`src/rtl/hs_port_pkg.sv`:
```
// Shared types for the handshaked byte port.
// Assumes a 2-bit mode field as defined in the brief.
package hs_port_pkg;
    typedef enum logic [1:0] {
        MODE_OUT   = 2'd0,
        MODE_IN    = 2'd1,
        MODE_BIDIR = 2'd2,
        MODE_BIT   = 2'd3
    } hs_mode_e;

    localparam logic [3:0] TAG_MODE = 4'hF;
    localparam logic [3:0] TAG_IRQ  = 4'h7;
endpackage

```
`src/rtl/hs_port_ctrl.sv`:
```
// Control-word decoder: holds the transfer mode and the interrupt enable.
// Assumes control bytes carry a tag in [3:0] and zero in [5:4].
// Refuses bidirectional mode when the channel is not the primary port.
module hs_port_ctrl
    import hs_port_pkg::*;
#(
    parameter int DW        = 8,
    parameter bit IS_PORT_A = 1'b1
) (
    input  logic          clk,
    input  logic          rst_n,
    input  logic          ctrl_wr_i,
    input  logic [DW-1:0] wdata_i,
    output hs_mode_e      mode_o,
    output hs_mode_e      new_mode_o,
    output logic          mode_load_o,
    output logic          ie_o,
    output logic          ie_off_o
);
    logic     tag_ok;
    logic     is_mode_word;
    logic     is_irq_word;
    hs_mode_e req_mode;

    // Decode the tag and whether the requested mode is legal here.
    always_comb begin
        tag_ok       = ctrl_wr_i && (wdata_i[5:4] == 2'b00);
        is_mode_word = tag_ok && (wdata_i[3:0] == TAG_MODE);
        is_irq_word  = tag_ok && (wdata_i[3:0] == TAG_IRQ);
        req_mode     = hs_mode_e'(wdata_i[7:6]);
        mode_load_o  = is_mode_word && (IS_PORT_A || (req_mode != MODE_BIDIR));
        new_mode_o   = req_mode;
        ie_off_o     = is_irq_word && !wdata_i[7];
    end

    // Hold mode and interrupt enable.
    always_ff @(posedge clk) begin
        if (!rst_n) begin
            mode_o <= MODE_IN;
            ie_o   <= 1'b0;
        end else begin
            if (mode_load_o) mode_o <= req_mode;
            if (is_irq_word) ie_o   <= wdata_i[7];
        end
    end
endmodule

```
`src/rtl/hs_port_strobe.sv`:
```
// Strobe sampler: reports the low level and the rising edge of an active-low strobe.
// Assumes the strobe is already synchronous to clk.
module hs_port_strobe (
    input  logic clk,
    input  logic rst_n,
    input  logic stb_n_i,
    output logic low_o,
    output logic rise_o
);
    logic stb_q;

    // Remember last cycle's strobe level (idle high).
    always_ff @(posedge clk) begin
        if (!rst_n) stb_q <= 1'b1;
        else        stb_q <= stb_n_i;
    end

    // Level and edge derived from the current and the remembered sample.
    always_comb begin
        low_o  = !stb_n_i;
        rise_o = stb_n_i && !stb_q;
    end
endmodule

```
`src/rtl/hs_port_irq.sv`:
```
// Interrupt pending flag: set on a completed transfer while enabled.
// Cleared by a flush or by a data access; a completion wins over the access clear.
module hs_port_irq (
    input  logic clk,
    input  logic rst_n,
    input  logic flush_i,
    input  logic done_i,
    input  logic ie_i,
    input  logic access_i,
    output logic irq_o
);
    // Track the pending request.
    always_ff @(posedge clk) begin
        if (!rst_n)              irq_o <= 1'b0;
        else if (flush_i)        irq_o <= 1'b0;
        else if (done_i && ie_i) irq_o <= 1'b1;
        else if (access_i)       irq_o <= 1'b0;
    end
endmodule

```
`src/rtl/hs_port.sv`:
```
// Handshaked byte parallel port channel (top).
// Pair 0 is the channel's own strobe/ready; pair 1 is borrowed for input in bidirectional mode.
// Assumes single-cycle processor pulses and synchronous strobes.
module hs_port
    import hs_port_pkg::*;
#(
    parameter int DW        = 8,
    parameter bit IS_PORT_A = 1'b1
) (
    input  logic          clk,
    input  logic          rst_n,
    input  logic [DW-1:0] wdata_i,
    input  logic          data_wr_i,
    input  logic          ctrl_wr_i,
    input  logic          data_rd_i,
    output logic [DW-1:0] rdata_o,
    input  logic [DW-1:0] pin_i,
    output logic [DW-1:0] pin_o,
    output logic          pin_oe_o,
    input  logic          stb_n_i,
    output logic          rdy_o,
    input  logic          alt_stb_n_i,
    output logic          alt_rdy_o,
    output logic          irq_o
);
    localparam int NPAIR = 2;

    hs_mode_e         mode_q;
    hs_mode_e         new_mode;
    logic             mode_load;
    logic             ie_q;
    logic             ie_off;
    logic [NPAIR-1:0] stb_vec;
    logic [NPAIR-1:0] low;
    logic [NPAIR-1:0] rise;
    logic             rdy_d, alt_d;
    logic             done;
    logic [DW-1:0]    out_q, in_q;

    hs_port_ctrl #(.DW(DW), .IS_PORT_A(IS_PORT_A)) u_ctrl (
        .clk         (clk),
        .rst_n       (rst_n),
        .ctrl_wr_i   (ctrl_wr_i),
        .wdata_i     (wdata_i),
        .mode_o      (mode_q),
        .new_mode_o  (new_mode),
        .mode_load_o (mode_load),
        .ie_o        (ie_q),
        .ie_off_o    (ie_off)
    );

    assign stb_vec = {alt_stb_n_i, stb_n_i};

    // One strobe sampler per handshake pair.
    for (genvar g = 0; g < NPAIR; g++) begin : g_stb
        hs_port_strobe u_stb (
            .clk     (clk),
            .rst_n   (rst_n),
            .stb_n_i (stb_vec[g]),
            .low_o   (low[g]),
            .rise_o  (rise[g])
        );
    end

    // Next ready states and transfer completion per mode.
    always_comb begin
        rdy_d = rdy_o;
        alt_d = alt_rdy_o;
        done  = 1'b0;
        if (mode_load) begin
            rdy_d = (new_mode == MODE_IN);
            alt_d = (new_mode == MODE_BIDIR);
        end else begin
            unique case (mode_q)
                MODE_OUT: begin
                    done  = rise[0] && rdy_o;
                    if (data_wr_i)    rdy_d = 1'b1;
                    else if (rise[0]) rdy_d = 1'b0;
                    alt_d = 1'b0;
                end
                MODE_IN: begin
                    done  = rise[0];
                    if (low[0])         rdy_d = 1'b0;
                    else if (data_rd_i) rdy_d = 1'b1;
                    alt_d = 1'b0;
                end
                MODE_BIDIR: begin
                    done  = (rise[0] && rdy_o) || rise[1];
                    if (data_wr_i)    rdy_d = 1'b1;
                    else if (rise[0]) rdy_d = 1'b0;
                    if (low[1])         alt_d = 1'b0;
                    else if (data_rd_i) alt_d = 1'b1;
                end
                default: begin
                    rdy_d = 1'b0;
                    alt_d = 1'b0;
                end
            endcase
        end
    end

    // Ready flops and data latches.
    always_ff @(posedge clk) begin
        if (!rst_n) begin
            rdy_o     <= 1'b0;
            alt_rdy_o <= 1'b0;
            out_q     <= '0;
            in_q      <= '0;
        end else begin
            rdy_o     <= rdy_d;
            alt_rdy_o <= alt_d;
            if (data_wr_i && (mode_q == MODE_OUT || mode_q == MODE_BIDIR))
                out_q <= wdata_i;
            if ((mode_q == MODE_IN && low[0]) || (mode_q == MODE_BIDIR && low[1]))
                in_q <= pin_i;
        end
    end

    hs_port_irq u_irq (
        .clk      (clk),
        .rst_n    (rst_n),
        .flush_i  (mode_load || ie_off),
        .done_i   (done),
        .ie_i     (ie_q),
        .access_i (data_wr_i || data_rd_i),
        .irq_o    (irq_o)
    );

    // Pin drive and read-back selection.
    always_comb begin
        pin_o    = out_q;
        pin_oe_o = (mode_q == MODE_OUT) || (mode_q == MODE_BIDIR && low[0]);
        rdata_o  = (mode_q == MODE_OUT) ? out_q : in_q;
    end
endmodule

```
`config.mk`:
```
export PLATFORM = sky130hd
export DESIGN_NAME = hs_port
export DESIGN_NICKNAME = d
export VERILOG_FILES = /design/src/rtl/hs_port_pkg.sv /design/src/rtl/hs_port_ctrl.sv /design/src/rtl/hs_port_strobe.sv /design/src/rtl/hs_port_irq.sv /design/src/rtl/hs_port.sv
export SDC_FILE = /design/constraint.sdc
export NUM_CORES = 1
export LEC_CHECK = 0
export BUFFER_PORTS_ARGS = -buffer_cell sky130_fd_sc_hd__buf_2
export CELL_PAD_IN_SITES_DETAIL_PLACEMENT = 2
export CELL_PAD_IN_SITES_GLOBAL_PLACEMENT = 2
export CORE_ASPECT_RATIO = 0.5
export CORE_MARGIN = 2
export CORE_UTILIZATION = 30
export DETAILED_ROUTE_END_ITERATION = 10
export HOLD_SLACK_MARGIN = 0.06
export PLACE_DENSITY_LB_ADDON = 0.15
export SYNTH_ARGS = -nofsm -noshare
export SYNTH_HDL_FRONTEND = slang
export SYNTH_HIERARCHICAL = 1
export SYNTH_SLANG_ARGS = --single-unit
```
`constraint.sdc`:
```
create_clock -name clk -period 2.45 [get_ports clk]
set_input_delay 0.1225 -clock clk [delete_from_list [all_inputs] [get_ports clk]]
set_output_delay 0.1225 -clock clk [all_outputs]
set_load 0.005 [all_outputs]
```
==> impl_metrics.ini <==
[status]
status = completed

[synth]
ys_seq_area_share_pct = 40.5
syn_nets = 152
synth.distinct_cells = 31
netlist_area_mm2 = 0.00119
synth.top_cells.by_area = dfxtp_1 (40%), mux2i_1 (7.6%), mux2_2 (7.6%)
netlist.area_leader.share_pct = 40.5
synthesis.instances = 129
yosys.area.top_type = dfxtp_1
yosys_register_bits = 24
syn_avg_cell_area_um2 = 9.20
ys.warnings.count = 6

[grt]
grt_usage_pct = 14.6
grt_overflow_total = 0
grt_max_degree = 19
antenna_found_initial = 0
grt_pass1_vias = 1098
grt_pass1_wl_um = 5200

[clocking]
cts_setup_buffers = 0
clock_sinks = 24
cts.repair.resized = 0
cts_tree = done
cts_htree_levels = 1
clk_latency_ps = 270
holdBufCountCts = 0
cts_max_path_buffers = 2
cts_buffers = 3
clock-root-buffer = clkbuf_8
path_clk_slew_ps = 90

[worst_setup_path]
r2r-start = u_ctrl/mode_o[0]
endpoint_kind = output pin
reg2reg_slack_ps = 930
reg2reg_to = in_q[4]
crit_required_ps = 2330
critical_path_class = register to output pin
worst-r2r-cell-count = 4
cp.arrival_ps = 1710
path_max_fanout = 11
startpoint = u_ctrl/mode_o[0]
startpoint_type = register

[sta]
slew_headroom_pct = 49.9
final_max_slew_viol_count = 0
hold_viol = 0
timing.fmax_ghz = 0.547
skew_ps = 2.31
period_share_pct = 74.6
setup-violations-final = 0
worstMarginPinSlew_ps = 750
rsz0062_at_grt = no
hold_ws_ps = 70.2
fin_crit_ps = 1830
fin_setup_tns_ps = 0

[power_and_ir_drop]
clkPwrFrac_pct = 41.1
cell_internal_pwr_uw = 666
irDropWorstVdd_mv = 0.188
power_density_mw_per_mm2 = 564
sequentialPowerShare_pct = 48.1
p_leak_uw = 0.000666
p_sw_share_pct = 21.4
p_sw_uw = 182
comb_power_share_pct = 10.7

[min_path]
min_path_cells = 2
min_from = alt_stb_n_i
hold_end = g_stb[1].u_stb/stb_q
hp-class = input port to register

[placement]
portBuffers = 42
gp_congestion = 0.722
place_area_mm2 = 0.00143
dp_hpwl_um = 2390

[finish]
fillers = 456
final_layout_size_suffix_gt1_share_pct = 39.6
syn_to_final_growth_pct = 26.6
finalNetCount = 193
n_antenna_cell = 0
utilization_pct = 39.1
final_area_mm2 = 0.00150

[die]
std_cell_rows = 16
coreArea_mm2 = 0.00384
ios = 43
initial_core_util_pct = 30.9
chipWidth_um = 93.0
die_h_um = 48.5
dieArea_mm2 = 0.00451

[routing]
drt_iter0_markers = 26
drtAntennaViolNets = 0
drc = 0
dr.pass1.iters = 3
vias = 1053
wirelength_um = 3110
detail_route.wl_per_cell_um = 14.0
via_per_inst = 4.72

[flow_run]
drv_cap = 0
==> metrics by stage <==
step / worst slack, ps / cells / total power, µW
after global routing: 478 / 223 / 896
final: 621 / 223 / 848
after CTS: 580 / 223 / 867
after floorplan: 1210 / 129 / 467
after global placement: 887 / 219 / 508
after detailed placement: 845 / 219 / 510
==> synth_stat cells <==
| cell | n |
|---|---|
| dfxtp_1 | 24 |
| nand2_1 | 21 |
| a21oi_1 | 11 |
| nor2_1 | 11 |
| mux2i_1 | 9 |
| mux2_2 | 8 |
| inv_1 | 5 |
| nand2b_1 | 5 |
| buf_4 | 3 |
| clkbuf_1 | 3 |
| nand3_1 | 3 |
| nor4_1 | 3 |
| o21ai_0 | 3 |
| nor2b_4 | 2 |
| or2_2 | 2 |
| a21oi_2 | 1 |
| a22oi_1 | 1 |
| a31oi_1 | 1 |
| and2b_4 | 1 |
| and3_1 | 1 |
| clkinv_1 | 1 |
| nand2_2 | 1 |
| nand4bb_4 | 1 |
| nor2_2 | 1 |
| nor2b_1 | 1 |
| nor4b_1 | 1 |
| o2bb2ai_4 | 1 |
| o311ai_1 | 1 |
| o311ai_2 | 1 |
| o31ai_2 | 1 |
| o41ai_2 | 1 |
==> worst max-delay path by stage <==
stage,depth (start not counted),slack (ps),endpoint
floorplan,5,1210,rdy_o
global placement,3,890,rdata_o[6]
detailed placement,6,850,rdy_o
CTS,3,580,rdata_o[0]
global route,3,480,rdata_o[0]
finish,3,620,rdata_o[0]
==> layout by cell type (no fill, tap or decap), types with 2 or more instances in the layout <==
cell type | Yosys | layout
clkbuf_8 | 0 | 3
nor4_1 | 3 | 3
o21ai_0 | 3 | 3
mux2i_1 | 9 | 9
buf_2 | 0 | 42
nand2b_1 | 5 | 5
mux2_2 | 8 | 8
nand3_1 | 3 | 3
dfxtp_1 | 24 | 24
a21oi_1 | 11 | 11
nor2_1 | 11 | 11
nand2_1 | 21 | 21
or2_2 | 2 | 2
nor2b_4 | 2 | 2
inv_1 | 5 | 5
==> power by group through the flow <==
stage / logic, µW / clock network, µW / registers (µW)
detailed placement: 92.9 / 0 / 418
global route: 101 / 384 / 410
floorplan: 51.6 / 0 / 416
finish: 90.9 / 349 / 408
CTS: 93.3 / 365 / 409
global placement: 91.3 / 0 / 417
==> layout make-up <==
cell class	instances	area (µm²)	share of cell area [%]
clock buffers	3	41.3	2.75
clock inverters	1	30.0	2.00
inverters	6	22.5	1.50
multi-input cells	93	651	43.3
flip-flops and latches	24	480	32.0
well taps	54	67.6	4.50
repair buffers	42	210	14.0
==> state kept, by name (all words and copies together), names as in the netlist <==
signal,flops
in_q,8
pin_o,8
g_stb.u_stb/stb_q,2
u_ctrl/mode_o,2
alt_rdy_o,1
rdy_o,1
u_ctrl/ie_o,1
u_irq/irq_o,1
==> logic make-up after synthesis <==
group / count (synthesis) / share of synthesized area, %
AND/OR/NAND/NOR: 54 / 25.0
flip-flops: 24 / 40.5
buffers and inverters: 12 / 4.74
multiplexers: 17 / 15.2
AO/OA/AOI/OAI: 22 / 14.6
==> metal layers <==
| layer | GRT usage (%) | part of all wire (%) | vias up | wire [µm] |
|---|---|---|---|---|
| met5 | 0 | 0 | - | 0 |
| met2 | 25.6 | 46 | 25 | 1450 |
| li1 | - | - | 519 | - |
| met1 | 18.6 | 48 | 507 | 1500 |
| met4 | 1.47 | 0.13 | 0 | 4 |
| met3 | 4.05 | 5.1 | 2 | 159 |
==> critical path: stages (launching register included) <==
cell     delay [ps]
dfxtp_1         450
nor2_2          460
mux2_2          400
buf_2           130
No activity file was read; power rests on OpenSTA's default activity.
